<file path="src/rtl/dcc_act_window.sv">
module dcc_act_window #(
  parameter int W     = 8,
  parameter int DEPTH = 4
) (
  input  logic         clk,
  input  logic         rst,
  input  logic         act,
  input  logic [W-1:0] window,
  output logic         too_soon
);
  localparam logic [W-1:0] AGE_MAX = '1;

  logic [W-1:0]     age_q [DEPTH];
  logic [DEPTH-1:0] vld_q;

  function automatic logic [W-1:0] sat_inc(input logic [W-1:0] a);
    return (a == AGE_MAX) ? a : a + W'(1);
  endfunction

  always_ff @(posedge clk) begin
    if (rst) begin
      vld_q <= '0;
      for (int i = 0; i < DEPTH; i++) age_q[i] <= '0;
    end else if (act) begin
      vld_q <= {vld_q[DEPTH-2:0], 1'b1};
      age_q[0] <= W'(1);
      for (int i = 1; i < DEPTH; i++) age_q[i] <= sat_inc(age_q[i-1]);
    end else begin
      for (int i = 0; i < DEPTH; i++)
        if (vld_q[i]) age_q[i] <= sat_inc(age_q[i]);
    end
  end

  assign too_soon = vld_q[DEPTH-1] && (age_q[DEPTH-1] < window);


  faw_full_chk: assert property (@(posedge clk) disable iff (rst)
    (act && (&vld_q)) |=> (&vld_q));
endmodule

</file>
<file path="config.mk">
export PLATFORM = sky130hd
export DESIGN_NAME = dcc_act_window
export DESIGN_NICKNAME = d
export VERILOG_FILES = /design/src/rtl/dcc_act_window.sv
export SDC_FILE = /design/constraint.sdc
export NUM_CORES = 1
export LEC_CHECK = 0
export CORE_AREA = 2 2 70 79
export DETAILED_ROUTE_END_ITERATION = 16
export DIE_AREA = 0 0 72 81
export PLACE_DENSITY = 0.67
export SYNTH_ARGS = -nofsm -noshare
export SYNTH_HDL_FRONTEND = slang
export SYNTH_SLANG_ARGS = --single-unit
</file>
<file path="constraint.sdc">
create_clock -name clk -period 2.9 [get_ports clk]
set_clock_uncertainty 0.05 [all_clocks]
set_input_delay 0.58 -clock clk [delete_from_list [all_inputs] [get_ports clk]]
set_output_delay 0.58 -clock clk [all_outputs]
set_load 0.05 [all_outputs]
</file>
==> results by group, run 1 <==
Floorplan
  – Total die area: 5830 sq um
  – Die width: 72 um
  – Core Box Area: 5150 sq um
  – # rows: 28
  – Io pins: 12
  – Die Y: about 80 um
  – Initial Utilization: between 40 and 50%

Logic synthesis
  – Post-Synthesis Cells: 220
  – Register area share after synthesis: 47.1%
  – Largest family of logic cells by synthesized area: simple AND/OR/NAND/NOR gates
  – Mean Syn Cell Area: approximately 10 sq um
  – Post-Synth Adder-Cell Area: 6.23%
  – Cell Area, Synth: 2210 sq um
  – Syn_nets: 242
  – Xor and xnor fraction of the mapped netlist area: between 3 and 4%
  – Synth warn: 0
  – Number of synthesized register bits: 36
  – Synth Area in Compound Gates: 15.4%
  – Synth Area in Simple Gates: between 20 and 25%
  – Mux cell area share after synthesis: 4.99%
  – Netlist cell types: 37

Global routing
  – GRT Util Overall: 16.4%
  – First-pass GRT wire length: ~7.3 mm
  – Largest net degree at the start of global routing: 22
  – Vias in the first global route: 1,693
  – Initial antenna violation count: 0
  – Overflow after GRT: 0

Detailed routing
  – Post-route ant nets: 0
  – Routed WL: 4.27 mm
  – Initial DRC Count: 57
  – Vias/cell: 5.68
  – TritonRoute pass-1 iters: 4
  – Vias: approximately 1,700
  – DRC: 0
  – Wire per inst: 14.4 um

STA
  – RSZ-0062 raised after global routing: no
  – Final WS setup: 90.2 ps
  – Fin crit share: 96.9%
  – Highest clock rate: 0.356 GHz
  – Fin. max-slew vios: 0
  – Slew of the pin with the lowest slew margin: 412 ps
  – Slew HR: 72.5%
  – Setup TNS: 0 ps
  – Hold Slack: 444 ps
  – Setup violators final: 0
  – Final hold viol count: 0
  – Tmin final: between 2000 and 3000 ps

Power and ir drop
  – Sequential power share: 53.4%
  – Sw Ratio: 24.0%
  – Pwr/cell area: 484 nW/um^2
  – LEAKAGE: around 0.93 nW
  – Comb pwr share: 11.6%
  – Psw: 291 uW
  – Clock share of power: 35.1%
  – Internal power: 920 uW
  – Max VDD drop: 0.391 mV

Worst setup path
  – Crit. End Element: output port
  – CP startpoint kind: primary input
  – Crit Path Max Fanout: 2
  – Worst path required time: around 2300 ps
  – Crit path kind: primary input to output port
  – CP arrival: 2180 ps

Placement
  – DP Wirelength: 3.34 mm
  – DP Worst Slack: 104 ps
  – Routability cong.: 0.821
  – Port Buffer Count: 11

Clock network
  – CTS tree: built
  – Reg clk slew, reported paths: roughly 70 ps
  – Worst-case clock buffer depth: 2
  – Num CTS Buffers: 5
  – Root Buffer: clkbuf_8
  – CTS H-tree lvls: 2
  – Clk Latency, worst-skew pair: 280 ps
  – Total clock sinks: 36
  – Postcts setup bufs: 0

Finish
  – Layout cells sized above 1: 6.36%
  – Synth-to-Final Area Change: 13.3%
  – Nets: 257
  – N_diodes: 0

Hold path
  – Hold Crit Class: register to register

Run
  – Maxcap violations: 0

Outcome
  – Outcome: finished, final reports clean
worst max-delay path, cell delays in order:
cell and delay [ps]:
clkdlybuf4s50_1 450, inv_1 40, ha_1 290, and3_1 220, nand2_1 80, nand4b_1 110, a31oi_2 230, buf_12 170
final timing paths:
kind	from	to	slack, ps	depth (start not counted)
worst min register to register	vld_q[0]$_SDFFE_PP0P_	vld_q[1]$_SDFFE_PP0P_	440	2
worst max register to register	age_q[2][0]$_DFFE_PP_	age_q[2][1]$_DFFE_PP_	1080	5
worst max-delay path	window[6]	too_soon	90	8
worst min-delay path	vld_q[0]$_SDFFE_PP0P_	vld_q[1]$_SDFFE_PP0P_	440	2
final cells by class:
class	count	area [sq um]
multi-input combinational	169	1110
clock buffer	5	68.8
sequential	36	1040
timing repair buffer	11	120
tap	60	75.1
inverter	12	45.0
clock inverter	3	37.5
fill	476	2650
timing repair:
action,CTS,global route
gates resized for setup,0,1
setup endpoints to repair,0,1
hold buffers,0,0
power by group through the flow:
| stage | combinational [mW] | sequential [mW] | clock [mW] |
|---|---|---|---|
| 6_report | 0.140 | 0.646 | 0.424 |
| 3_5_place_dp | 0.139 | 0.657 | 0 |
| 4_1_cts | 0.140 | 0.645 | 0.431 |
| 3_3_place_gp | 0.136 | 0.656 | 0 |
| 2_1_floorplan | 0.101 | 0.646 | 0 |
| 5_1_grt | 0.162 | 0.652 | 0.453 |
synthesized netlist by cell type (all sizes together):
cell type | count | area share, %
o21a | 2 | 0.68
or3 | 4 | 1.1
and3 | 7 | 2.0
nand4b | 1 | 0.40
and4 | 1 | 0.45
and2 | 1 | 0.28
dfxtp | 4 | 3.6
nor2 | 15 | 3.4
or4 | 1 | 0.34
a31oi | 2 | 0.57
buf | 2 | 0.45
nand2b | 4 | 1.2
nand3 | 15 | 3.4
o21bai | 1 | 0.34
edfxtp | 32 | 44
mux2i | 11 | 5.0
xor2 | 4 | 1.6
a21o | 2 | 0.68
nor3 | 7 | 1.6
nand3b | 1 | 0.34
a22o | 1 | 0.79
nand2 | 24 | 4.1
inv | 12 | 2.0
a21oi | 4 | 0.91
ha | 11 | 6.2
o211ai | 3 | 1.0
o22ai | 22 | 6.2
o21ai | 16 | 4.1
clkbuf | 1 | 0.17
nand4 | 4 | 1.4
xnor2 | 5 | 2.0
sequential cells by signal, summed over array words and instances (netlist names):
signal  count
age_q      32
vld_q       4
stage by stage:
step,area [sq um],std cells,power [mW],utilization (%)
3_3_place_gp,2390,288,0.791,46.4
4_1_cts,2500,296,1.22,48.5
5_1_grt,2500,296,1.27,48.6
3_5_place_dp,2390,288,0.796,46.4
6_report,2500,296,1.21,48.6
2_1_floorplan,2210,220,0.747,-
placed cells by master (no fill, tap or decap), types with 2 or more instances in the layout:
| master | n |
|---|---|
| nand4_1 | 3 |
| or3_1 | 4 |
| a21o_1 | 2 |
| o22ai_1 | 22 |
| dfxtp_1 | 4 |
| clkinv_1 | 2 |
| o21ai_0 | 14 |
| mux2i_1 | 11 |
| edfxtp_1 | 32 |
| a21oi_1 | 4 |
| xnor2_1 | 5 |
| nor2_1 | 13 |
| ha_1 | 11 |
| nand2_1 | 24 |
| nand2b_1 | 3 |
| inv_1 | 12 |
| o211ai_1 | 3 |
| nand3_1 | 15 |
| xor2_1 | 4 |
| o21a_1 | 2 |
| clkdlybuf4s50_1 | 10 |
| and3_1 | 7 |
| nor3_1 | 7 |
| clkbuf_8 | 5 |
cells by family (layout without fill, tap and decap cells):
family                   count (synthesis)  count (layout)
adder cells (fa/ha/maj)                 11              11
AO/OA/AOI/OAI                           53              53
multiplexers                            11              11
AND/OR/NAND/NOR                         85              85
flip-flops                              36              36
buffers and inverters                   15              31
XOR/XNOR                                 9               9
layer usage:
| layer | vias to the layer above | GRT usage, % | routed length [um] |
|---|---|---|---|
| met1 | 779 | 15.9 | 1690 |
| met4 | 0 | 7.92 | 106 |
| met3 | 10 | 3.72 | 128 |
| li1 | 870 | - | - |
| met5 | - | 0 | 0 |
| met2 | 23 | 32.2 | 2350 |
Power figures use the tool's default switching activity.
==> run 2: changes to the inputs <==
PLACE_DENSITY = 0.74   (was 0.67)
==> run 2 against run 1 <==
Core utilization about the same. Final area barely moved. Non-clock buffer count unchanged. First-iteration DRC count grew 11%. Register-to-register slack hardly changed. Clock-buffer cell count rose by 1. Combinational power is essentially flat. Clock power increased by 2%. Sequential power is essentially flat. Worst hold slack about the same. Critical path type unchanged. Largest power group unchanged. Highest routed layer unchanged.
==> results by group, run 2 (same netlist as run 1, synthesis figures left out) <==
Clock network
  – Reg clk slew, reported paths: 60 ps (about the same)
  – CTS H-tree lvls: 2 (unchanged)
  – CTS tree: built
  – Postcts setup bufs: 0 (unchanged)
  – Worst-case clock buffer depth: 2 (unchanged)
  – Clk Latency, worst-skew pair: 290 ps (about the same)
  – Num CTS Buffers: 5 (unchanged)
  – Total clock sinks: 36 (unchanged)
  – Root Buffer: clkbuf_8

Placement
  – Placed cell count: 288 (unchanged)
  – Port Buffer Count: 11 (unchanged)
  – Dpl cell area: 2390 sq um (unchanged)
  – DP Wirelength: 3.16 mm (-5.6%)
  – Routability cong.: 0.829 (+1.0%)

Finish
  – Layout cells sized above 1: 6.78% (+0.42 points)
  – Nets: 257 (unchanged)
  – N_diodes: 0 (unchanged)
  – Commonest non-fill, non-tap cell in the layout: edfxtp_1
  – Largest register FFs: 32 (unchanged)
  – Design area: 2500 sq um (about the same)
  – Most flops, register: age_q
  – Most frequent cells in the layout: 32 x edfxtp_1, 24 x nand2_1, 22 x o22ai_1
  – Biggest regs: age_q x32, vld_q x4
  – Synth-to-Final Area Change: 13.4% (about the same)
  – Fill cell count: 451 (-5.3%)
  – Final cell count without fillers: 296 (unchanged)

Power and ir drop
  – Clock share of power: 35.4% (+0.3 points)
  – Max VDD drop: 0.393 mV (+0.59%)
  – Comb pwr share: 11.5% (about the same)
  – Psw: 293 uW (+0.88%)
  – Sequential power share: 53.1% (-0.3 points)
  – LEAKAGE: 0.928 nW (+0.21%)
  – Pwr/cell area: 486 nW/um^2 (+0.54%)
  – Internal power: 924 uW (+0.50%)
  – Sw Ratio: 24.1% (+0.068 points)

Detailed routing
  – Routed WL: 4.13 mm (-3.3%)
  – Post-route ant nets: 0 (unchanged)
  – Initial DRC Count: 63 (+11%)
  – DRC: 0 (unchanged)
  – Vias/cell: 5.74 (+1.1%)
  – Vias: 1,700 (+1.1%)
  – TritonRoute pass-1 iters: 4 (unchanged)
  – Wire per inst: 13.9 um (-3.3%)

Worst setup path
  – Crit path from: window[6]
  – FF-to-FF setup slack: 1070 ps (about the same)
  – Crit-path cells: clkdlybuf4s50_1, inv_1, ha_1, and3_1, nand2_1, nand4b_1, a31oi_2, buf_12
  – Beginning of the worst register-to-register path: age_q[2][0]$_DFFE_PP_
  – Worst path required time: 2270 ps (about the same)
  – CP Buf/Inv Count: 3 (unchanged)
  – Worst path slowest cell: clkdlybuf4s50_1
  – R2R cell count: 5 (unchanged)
  – WP depth: 8 (unchanged)
  – CP startpoint kind: primary input
  – Crit. End Element: output port
  – Max incr delay on CP: 460 ps (about the same)
  – Crit path kind: primary input to output port
  – CP arrival: 2120 ps (-60 ps)
  – Cell family with most CP delay: buffers and inverters
  – Crit Path Max Fanout: 2 (unchanged)

Global routing
  – First-pass GRT wire length: 7.07 mm (-2.8%)
  – Largest net degree at the start of global routing: 22 (unchanged)
  – Vias in the first global route: 1,693 (unchanged)
  – GRT Util Overall: 15.5% (-0.85 points)
  – Initial antenna violation count: 0 (unchanged)
  – Overflow after GRT: 0 (unchanged)

STA
  – Fin. max-slew vios: 0 (unchanged)
  – Slew HR: 73.4% (+0.83 points)
  – RSZ-0062 raised after global routing: no
  – Tmin final: 2750 ps (-55.3 ps)
  – Slew of the pin with the lowest slew margin: 399 ps (-12.4 ps)
  – Setup TNS: 0 ps (unchanged)
  – Fin crit share: 95.0% (-1.9 points)
  – Final hold viol count: 0 (unchanged)
  – Setup violators final: 0 (unchanged)
  – Highest clock rate: 0.363 GHz (+2.0%)

Outcome
  – Outcome: finished, final reports clean

Floorplan
  – Die width: 72 um (unchanged)
  – Die Y: 81 um (unchanged)
  – Initial Utilization: 42.9% (unchanged)
  – Total die area: 5830 sq um (unchanged)
  – Core Box Area: 5150 sq um (unchanged)
  – # rows: 28 (unchanged)
  – Io pins: 12 (unchanged)

Run
  – Maxcap violations: 0 (unchanged)

Hold path
  – Hold Path Depth: 2 (unchanged)
  – Beginning of the worst hold path: vld_q[0]$_SDFFE_PP0P_
  – Hold Crit Class: register to register
-- run 2: cell count changes in the layout (fill, tap and decap cells not counted) --
cell,previous run,this run
clkinv_1,2,0
clkbuf_1,0,1
clkinv_2,0,1
-- run 2: cell type report --
class	count	area (sq um)	share of cell area (%)
multi-input cells	169	1110	44.5
inverters	12	45.0	1.80
repair buffers	11	120	4.80
clock inverters	2	35.0	1.40
clock buffers	6	72.6	2.90
well taps	60	75.1	3.00
flip-flops and latches	36	1040	41.6
-- run 2: final timing paths --
check,end
min reg2reg,vld_q[1]$_SDFFE_PP0P_
max reg2reg,age_q[2][1]$_DFFE_PP_
max,too_soon
min,vld_q[1]$_SDFFE_PP0P_
-- run 2: stage by stage --
| step | util [%] | power [mW] | hold slack, ps | setup WS [ps] |
|---|---|---|---|---|
| floorplan | - | 0.747 | 414 | 241 |
| CTS | 48.5 | 1.22 | 449 | 128 |
| finish | 48.6 | 1.22 | 444 | 146 |
| global placement | 46.4 | 0.788 | 428 | 151 |
| detailed placement | 46.4 | 0.795 | 439 | 134 |
| global route | 48.6 | 1.27 | 487 | 50.3 |
-- run 2: what timing repair did --
action,CTS,global route
hold buffers,0,0
setup endpoints to repair,0,1
resized for setup,0,1
-- run 2: metal layers --
metal	wire length (um)	global-route usage, %
met4	82	6.98
met2	2240	30.6
met1	1670	15.3
met5	0	0
met3	127	3.35
-- run 2: power by group through the flow --
stage	Combinational (mW)	Sequential [mW]	Clock (mW)
global placement	0.134	0.654	0
detailed placement	0.138	0.657	0
global route	0.161	0.652	0.455
CTS	0.140	0.645	0.436
finish	0.140	0.646	0.432
floorplan	0.101	0.646	0
-- run 2: worst min-delay path, cell delays in order, from the launching register on --
cell and delay (ps):
dfxtp_1 310, inv_1 60, o21ai_0 80
